<file path="src/rtl/trap_pkg.sv">
package trap_pkg;
   // machine state word bit positions
   localparam int unsigned MB_LE  = 0;
   localparam int unsigned MB_RI  = 1;
   localparam int unsigned MB_DR  = 4;
   localparam int unsigned MB_IR  = 5;
   localparam int unsigned MB_IP  = 6;
   localparam int unsigned MB_FE1 = 8;
   localparam int unsigned MB_BE  = 9;
   localparam int unsigned MB_SE  = 10;
   localparam int unsigned MB_FE0 = 11;
   localparam int unsigned MB_ME  = 12;
   localparam int unsigned MB_FP  = 13;
   localparam int unsigned MB_PR  = 14;
   localparam int unsigned MB_EE  = 15;
   localparam int unsigned MB_ILE = 16;
   localparam int unsigned MB_POW = 18;

   localparam logic [31:0] MSR_ENTRY_CLR =
      (32'd1 << MB_POW) | (32'd1 << MB_EE) | (32'd1 << MB_PR) | (32'd1 << MB_FP) |
      (32'd1 << MB_FE0) | (32'd1 << MB_SE) | (32'd1 << MB_BE) | (32'd1 << MB_FE1) |
      (32'd1 << MB_IR)  | (32'd1 << MB_DR) | (32'd1 << MB_RI) | (32'd1 << MB_LE);

   // trap numbers
   localparam int unsigned EXN_RESET  = 1;
   localparam int unsigned EXN_MCHK   = 2;
   localparam int unsigned EXN_DACC   = 3;
   localparam int unsigned EXN_IFETCH = 4;
   localparam int unsigned EXN_EXT    = 5;
   localparam int unsigned EXN_ALIGN  = 6;
   localparam int unsigned EXN_PROG   = 7;
   localparam int unsigned EXN_FPU    = 8;
   localparam int unsigned EXN_DEC    = 9;
   localparam int unsigned EXN_SYSC   = 12;
   localparam int unsigned EXN_TRACE  = 13;

   // saved status cause bits
   localparam logic [31:0] ST_FETCH_MISS   = 32'h4000_0000;
   localparam logic [31:0] ST_FETCH_NOEXEC = 32'h1000_0000;
   localparam logic [31:0] ST_FETCH_OTHER  = 32'h0800_0000;
   localparam logic [31:0] ST_PROG_FP      = 32'h0010_0000;
   localparam logic [31:0] ST_PROG_ILL     = 32'h0008_0000;
   localparam logic [31:0] ST_PROG_PRIV    = 32'h0004_0000;
   localparam logic [31:0] ST_PROG_TRAP    = 32'h0002_0000;
   localparam logic [31:0] ST_PROG_ANY     = 32'h0001_0000;

   localparam logic [31:0] RESET_HI_OFS    = 32'h000F_FC00;

   function automatic logic resumes_next(input int unsigned n);
      return (n == EXN_IFETCH) || (n == EXN_EXT) || (n == EXN_DEC) ||
             (n == EXN_SYSC) || (n == EXN_TRACE);
   endfunction
endpackage

</file>
<file path="src/rtl/trap_pend_store.sv">
module trap_pend_store #(
   parameter int unsigned NUM_EXC = 16,
   parameter int unsigned CODE_W  = 4,
   localparam int unsigned IDX_W  = $clog2(NUM_EXC)
) (
   input  logic                      clk,
   input  logic                      rst_n,
   input  logic [NUM_EXC-1:0]        raise_vld,
   input  logic [NUM_EXC*CODE_W-1:0] raise_code,
   input  logic                      take_vld,
   input  logic [IDX_W-1:0]          take_idx,
   output logic [NUM_EXC-1:0]        pend,
   output logic [NUM_EXC*CODE_W-1:0] pend_code
);
   generate
      for (genvar i = 0; i < NUM_EXC; i++) begin : g_slot
         if (i == 0) begin : g_rsvd
            // slot 0 is never scanned; its strobe is dropped
            logic unused_slot0;
            assign unused_slot0 = ^{raise_vld[0], raise_code[CODE_W-1:0]};
            assign pend[0] = 1'b0;
            assign pend_code[CODE_W-1:0] = '0;
         end else begin : g_live
            logic              bit_q;
            logic [CODE_W-1:0] code_q;
            always_ff @(posedge clk or negedge rst_n) begin
               if (!rst_n) begin
                  bit_q  <= 1'b0;
                  code_q <= '0;
               end else if (raise_vld[i]) begin
                  // a new strobe wins over a take in the same cycle
                  bit_q  <= 1'b1;
                  code_q <= raise_code[i*CODE_W +: CODE_W];
               end else if (take_vld && (take_idx == IDX_W'(i))) begin
                  bit_q  <= 1'b0;
               end
            end
            assign pend[i] = bit_q;
            assign pend_code[i*CODE_W +: CODE_W] = code_q;
         end
      end
   endgenerate
endmodule

</file>
<file path="src/rtl/trap_pick.sv">
module trap_pick
   import trap_pkg::*;
#(
   parameter int unsigned NUM_EXC = 16,
   parameter int unsigned CODE_W  = 4,
   localparam int unsigned IDX_W  = $clog2(NUM_EXC)
) (
   input  logic [NUM_EXC-1:0]        pend,
   input  logic [NUM_EXC*CODE_W-1:0] pend_code,
   input  logic                      ext_en,
   input  logic                      fp_mode0,
   input  logic                      fp_mode1,
   output logic                      hit,
   output logic [IDX_W-1:0]          idx,
   output logic [CODE_W-1:0]         code
);
   logic [NUM_EXC-1:0] elig;

   generate
      for (genvar i = 0; i < NUM_EXC; i++) begin : g_elig
         if (i == EXN_EXT || i == EXN_DEC) begin : g_ee
            assign elig[i] = pend[i] & ext_en;
         end else if (i == EXN_PROG) begin : g_prog
            assign elig[i] = pend[i] &
               ((pend_code[i*CODE_W +: CODE_W] != '0) | fp_mode0 | fp_mode1);
         end else begin : g_plain
            assign elig[i] = pend[i];
         end
      end
   endgenerate

   // downward walk: the last assignment (lowest index) wins
   always_comb begin
      hit = 1'b0;
      idx = '0;
      for (int i = NUM_EXC - 1; i >= 0; i--) begin
         if (elig[i]) begin
            hit = 1'b1;
            idx = IDX_W'(i);
         end
      end
   end

   assign code = pend_code[idx*CODE_W +: CODE_W];
endmodule

</file>
<file path="src/rtl/trap_entry_calc.sv">
module trap_entry_calc
   import trap_pkg::*;
#(
   parameter int unsigned ADDR_W      = 32,
   parameter int unsigned CODE_W      = 4,
   parameter int unsigned IDX_W       = 4,
   parameter bit          RESET_HI_EN = 1'b1
) (
   input  logic [IDX_W-1:0]  num,
   input  logic [CODE_W-1:0] code,
   input  logic [31:0]       msr,
   input  logic [ADDR_W-1:0] cur_pc,
   input  logic [ADDR_W-1:0] next_pc,
   output logic [ADDR_W-1:0] srr0,
   output logic [ADDR_W-1:0] vector,
   output logic [31:0]       srr1,
   output logic [31:0]       msr_new,
   output logic              fatal
);
   localparam logic [IDX_W-1:0]  N_RESET  = IDX_W'(EXN_RESET);
   localparam logic [IDX_W-1:0]  N_MCHK   = IDX_W'(EXN_MCHK);
   localparam logic [IDX_W-1:0]  N_IFETCH = IDX_W'(EXN_IFETCH);
   localparam logic [IDX_W-1:0]  N_PROG   = IDX_W'(EXN_PROG);
   localparam logic [CODE_W-1:0] C0 = CODE_W'(0);
   localparam logic [CODE_W-1:0] C1 = CODE_W'(1);
   localparam logic [CODE_W-1:0] C2 = CODE_W'(2);
   localparam logic [CODE_W-1:0] C3 = CODE_W'(3);

   logic hi_ofs;

   generate
      if (RESET_HI_EN) begin : g_hi
         assign hi_ofs = (num == N_RESET) && msr[MB_IP];
      end else begin : g_nohi
         assign hi_ofs = 1'b0;
      end
   endgenerate

   always_comb begin
      srr0   = resumes_next(int'(num)) ? next_pc : cur_pc;
      vector = ADDR_W'({num, 8'h00});
      if (hi_ofs) vector = vector + ADDR_W'(RESET_HI_OFS);

      srr1 = msr;
      if (num == N_IFETCH) begin
         if (code == C0)      srr1 = msr | ST_FETCH_MISS;
         else if (code == C1) srr1 = msr | ST_FETCH_NOEXEC;
         else                 srr1 = msr | ST_FETCH_OTHER;
      end else if (num == N_PROG) begin
         srr1 = {16'h0000, msr[15:0]} | ST_PROG_ANY;
         if (code == C0)      srr1 = srr1 | ST_PROG_FP;
         else if (code == C1) srr1 = srr1 | ST_PROG_ILL;
         else if (code == C2) srr1 = srr1 | ST_PROG_PRIV;
         else if (code == C3) srr1 = srr1 | ST_PROG_TRAP;
      end

      msr_new         = msr & ~MSR_ENTRY_CLR;
      msr_new[MB_LE]  = msr[MB_ILE];
      fatal           = 1'b0;
      if (num == N_MCHK) begin
         msr_new[MB_ME] = 1'b0;
         fatal          = ~msr[MB_ME];
      end
   end
endmodule

</file>
<file path="src/rtl/trap_entry_arbiter.sv">
module trap_entry_arbiter
   import trap_pkg::*;
#(
   parameter int unsigned NUM_EXC     = 16,
   parameter int unsigned CODE_W      = 4,
   parameter int unsigned ADDR_W      = 32,
   parameter bit          RESET_HI_EN = 1'b1,
   localparam int unsigned IDX_W      = $clog2(NUM_EXC)
) (
   input  logic                      clk,
   input  logic                      rst_n,
   input  logic [NUM_EXC-1:0]        raise_vld_i,
   input  logic [NUM_EXC*CODE_W-1:0] raise_code_i,
   input  logic [31:0]               msr_i,
   input  logic [ADDR_W-1:0]         cur_pc_i,
   input  logic [ADDR_W-1:0]         next_pc_i,
   output logic                      flush_o,
   output logic                      fatal_o,
   output logic [IDX_W-1:0]          taken_num_o,
   output logic [ADDR_W-1:0]         vector_o,
   output logic [ADDR_W-1:0]         srr0_o,
   output logic [31:0]               srr1_o,
   output logic [31:0]               msr_o
);
   generate
      if (NUM_EXC < EXN_TRACE + 1 || NUM_EXC > 64) begin : g_bad_num
         $error("NUM_EXC must hold every trap number and stay small");
      end
      if (CODE_W < 2) begin : g_bad_code
         $error("CODE_W must carry at least four cause codes");
      end
      if (ADDR_W < IDX_W + 8 || ADDR_W < 20) begin : g_bad_addr
         $error("ADDR_W too narrow for handler addresses");
      end
   endgenerate

   logic [NUM_EXC-1:0]        pend_q;
   logic [NUM_EXC*CODE_W-1:0] pend_code;
   logic                      sel_hit;
   logic [IDX_W-1:0]          sel_idx;
   logic [CODE_W-1:0]         sel_code;
   logic [ADDR_W-1:0]         nx_srr0, nx_vec;
   logic [31:0]               nx_srr1, nx_msr;
   logic                      nx_fatal;

   trap_pend_store #(.NUM_EXC(NUM_EXC), .CODE_W(CODE_W)) u_store (
      .clk        (clk),
      .rst_n      (rst_n),
      .raise_vld  (raise_vld_i),
      .raise_code (raise_code_i),
      .take_vld   (sel_hit),
      .take_idx   (sel_idx),
      .pend       (pend_q),
      .pend_code  (pend_code)
   );

   trap_pick #(.NUM_EXC(NUM_EXC), .CODE_W(CODE_W)) u_pick (
      .pend      (pend_q),
      .pend_code (pend_code),
      .ext_en    (msr_i[MB_EE]),
      .fp_mode0  (msr_i[MB_FE0]),
      .fp_mode1  (msr_i[MB_FE1]),
      .hit       (sel_hit),
      .idx       (sel_idx),
      .code      (sel_code)
   );

   trap_entry_calc #(
      .ADDR_W(ADDR_W), .CODE_W(CODE_W), .IDX_W(IDX_W), .RESET_HI_EN(RESET_HI_EN)
   ) u_calc (
      .num     (sel_idx),
      .code    (sel_code),
      .msr     (msr_i),
      .cur_pc  (cur_pc_i),
      .next_pc (next_pc_i),
      .srr0    (nx_srr0),
      .vector  (nx_vec),
      .srr1    (nx_srr1),
      .msr_new (nx_msr),
      .fatal   (nx_fatal)
   );

   always_ff @(posedge clk or negedge rst_n) begin
      if (!rst_n) begin
         flush_o     <= 1'b0;
         fatal_o     <= 1'b0;
         taken_num_o <= '0;
         vector_o    <= '0;
         srr0_o      <= '0;
         srr1_o      <= '0;
         msr_o       <= '0;
      end else begin
         flush_o <= sel_hit;
         fatal_o <= sel_hit & nx_fatal;
         if (sel_hit) begin
            taken_num_o <= sel_idx;
            vector_o    <= nx_vec;
            srr0_o      <= nx_srr0;
            srr1_o      <= nx_srr1;
            msr_o       <= nx_msr;
         end
      end
   end
endmodule

</file>
<file path="config.mk">
export PLATFORM = sky130hd
export DESIGN_NAME = trap_entry_arbiter
export DESIGN_NICKNAME = d
export VERILOG_FILES = /design/src/rtl/trap_pkg.sv /design/src/rtl/trap_pend_store.sv /design/src/rtl/trap_pick.sv /design/src/rtl/trap_entry_calc.sv /design/src/rtl/trap_entry_arbiter.sv
export SDC_FILE = /design/constraint.sdc
export NUM_CORES = 1
export LEC_CHECK = 0
export BUFFER_PORTS_ARGS = -buffer_cell sky130_fd_sc_hd__buf_2
export CORE_MARGIN = 2
export CORE_UTILIZATION = 57
export DETAILED_ROUTE_END_ITERATION = 6
export GPL_ROUTABILITY_DRIVEN = 0
export PLACE_DENSITY_LB_ADDON = 0.12
export SYNTH_ARGS = -nofsm -noshare
export SYNTH_HDL_FRONTEND = slang
export SYNTH_HIERARCHICAL = 1
export SYNTH_SLANG_ARGS = --single-unit
</file>
<file path="constraint.sdc">
create_clock -name clk -period 7 [get_ports clk]
set_clock_uncertainty 0.05 [all_clocks]
set_input_delay 0.35 -clock clk [delete_from_list [all_inputs] [get_ports clk]]
set_output_delay 0.35 -clock clk [all_outputs]
set_load 0.02 [all_outputs]
</file>
==> qor.yml <==
outcome:
  status: "completed"
job:
  drv_cap: 0
synthesis:
  async_reset_ff_share_pct: 100.0
  synthTopCellsByCount: "209 x dfrtp_1, 136 x mux2_2, 99 x mux2_4"
  synth_area_per_cell_sq_um: 13.31
  synth_area_sq_um: 10590
  synthesis.instances: 795
  yosysMostFrequentCell: "dfrtp_1"
  ys_ff_latch: 209
  synth_area_leaders: "dfrtp_1 49%, mux2_2 14%, mux2_4 14%, buf_4 6.9%, buf_6 1.4%"
  synth_area_leader_cell: "dfrtp_1"
  dominantRegCellSynth: "dfrtp_1"
  synth_edf_count: 0
  yosysUniqueCellTypes: 47
  synth_top_area_share_pct: 49.41
  ys_seq_area_share_pct: 49.41
  ys_warn_count: 6
sta:
  tightest_slew_ns: 1.239
  fin_crit_ns: 4.426
  rsz0062_at_grt: "false"
  finalSetupViolations: 0
  fin_ws_ns: 2.574
  max_freq_mhz: 226.0
  fin_crit_sh_pct: 63.22
  fin_setup_tns_ns: 0
  finalHoldViolCount: 0
  final_max_slew_viol_count: 0
  whs_ns: 0.02434
  relSlewSlack_pct: 17.30
global_route:
  grt_usage_pct: 24.31
  grt_pass1_vias: 7005
  grt_antenna_before_repair: 1
  grt_start_max_net_pins: 90
  grt_overflow: 0
  grt_pass1_wl_microns: 37960
power_and_ir_drop:
  irDropWorstVdd_v: 0.0002229
  leakage_uw: 0.006129
  powerDensity_nw_per_um2: 236.6
setup_path:
  rr_worst_depth: 11
  arrival_ns: 4.75
  r2r_setup_slack_ns: 2.57
  startpoint_type: "flip-flop"
  crit_path_end: "srr0_o[26]"
  cp.required_ns: 7.33
  worstSetupPathType: "reg -> reg"
  reg2reg_to: "srr0_o[26]"
  path_max_fanout: 27
  critPathLaunch: "u_store/g_slot[7].g_live.code_q[2]"
  end_kind: "flip-flop"
  timing.rr.start: "u_store/g_slot[7].g_live.code_q[2]"
clock_network:
  cts_buffers: 23
  cts-root-buf: "clkbuf_16"
  cts-resized-gates: 0
  postCtsHoldBufs: 1
  cts_tree: "built"
  cts_setup_buffers: 0
  clkLatencyLatePin_ns: 0.50
  clock_path_buffers: 3
  clk_pin_slew_ns: 0.06
  numClockSinks: 209
  cts.htree.levels: 1
floorplanning:
  fp.dieH_microns: 140.3
  initial_core_util_pct: 58.53
  die_x_microns: 140.3
  dieArea_sq_um: 19680
  ios: 312
  core_sq_um: 18090
  rows: 49
routing:
  wirelength_microns: 24230
  drc: 0
  drtIter0Drc: 303
  detail_route.wl_per_cell_microns: 18.77
  vias_per_cell: 5.356
  drtAntennaViolNets: 0
  vias: 6914
  dr.pass1.iters: 4
layout:
  drive_above_1_share_pct: 56.83
  fin_area_sq_um: 12470
  finalNetCount: 1228
  syn_to_final_growth_pct: 17.77
place:
  io_buffer_count: 306
  dp_hpwl_microns: 17590
  placed_area_sq_um: 11680
  pre_cts_slack_ns: 2.551
worst_hold_path:
  hold_path_class: "in -> reg"
[cells by family after synthesis]
| kind of cell | share of synthesized area, % |
|---|---|
| compound gates | 4.823 |
| other cells | 0.07095 |
| flops | 49.41 |
| buf+inv | 9.279 |
| simple gates | 6.702 |
| mux | 29.04 |
| xor+xnor | 0.08276 |
| fa+ha+maj | 0.5910 |
[per-layer routing]
layer / part of all wire (%) / up-vias / GRT usage, %
met4: 2.9 / 0 / 7.921
met2: 51 / 240 / 42.80
met5: 0 / - / 0
met3: 6.4 / 39 / 4.547
met1: 40 / 3419 / 30.39
li1: - / 3216 / -
[power by group]
| group | switching [uW] | leakage, uW | internal [uW] |
|---|---|---|---|
| clock | 469 | 0.000390 | 750 |
| combinational | 213 | 0.00332 | 188 |
| sequential | 42.0 | 0.00242 | 1290 |
| total | 724 | 0.00613 | 2230 |
[registers in the layout, summed over array words and instances (netlist names)]
name / count
srr0_o: 32
fatal_o: 1
flush_o: 1
u_store/g_slot.g_live.bit_q: 15
taken_num_o: 4
msr_o: 32
vector_o: 32
u_store/g_slot.g_live.code_q: 60
srr1_o: 32
[worst max-delay path, cell delays in order (launching register included)]
cell,delay [ns]
dfrtp_1,0.40
nor4_2,0.32
a21boi_0,0.26
nor4_1,0.58
nor2b_1,0.81
inv_1,0.20
ha_1,0.31
a211oi_2,0.30
nor2_4,0.11
buf_4,0.31
mux2_4,0.37
mux2_4,0.26
[final cells by class]
class	count	area, sq um
Multi-Input combinational cell	484	4504
Clock inverter	8	93.84
Tap cell	229	286.5
Sequential cell	209	5230
Antenna cell	1	2.502
Timing Repair Buffer	317	1625
Clock buffer	33	683.2
Inverter	10	40.04
Fill cell	1349	5620
[stage by stage]
step | total power [uW] | util [%] | std cells
6_report | 2949 | 68.92 | 1291
3_5_place_dp | 1752 | 64.56 | 1248
3_3_place_gp | 1741 | 64.56 | 1248
2_1_floorplan | 1609 | - | 828
4_1_cts | 2987 | 68.91 | 1290
5_1_grt | 3069 | 68.91 | 1290
[layout by cell type (no fill, tap or decap), types with 3 or more instances in the layout]
cell,n
buf_4,10
nand4_1,20
conb_1,35
nor3_1,7
o21ai_0,20
mux2_1,5
nor2b_1,4
clkinv_2,5
buf_2,305
clkbuf_8,8
a21oi_1,16
nand2_1,16
nand3_1,18
and2_1,12
o211ai_1,16
a41oi_1,3
dfrtp_1,209
nor2_1,29
inv_1,9
clkbuf_1,3
ha_1,5
clkbuf_16,23
mux2_2,136
mux2_4,99
nor3b_1,9
o31ai_1,5
[worst min path at each step]
stage | from | to | cells after the start | slack [ns]
floorplan | rst_n | fatal_o | 0 | 0.004
global placement | rst_n | vector_o[2] | 1 | 0.40
global route | raise_code_i[6] | u_store/g_slot[1].g_live.code_q[2] | 2 | 0.008
detailed placement | rst_n | vector_o[2] | 1 | 0.40
finish | msr_i[0] | srr1_o[0] | 2 | 0.02
CTS | msr_i[9] | srr1_o[9] | 2 | 0.007
No activity file was read; power rests on OpenSTA's default activity.
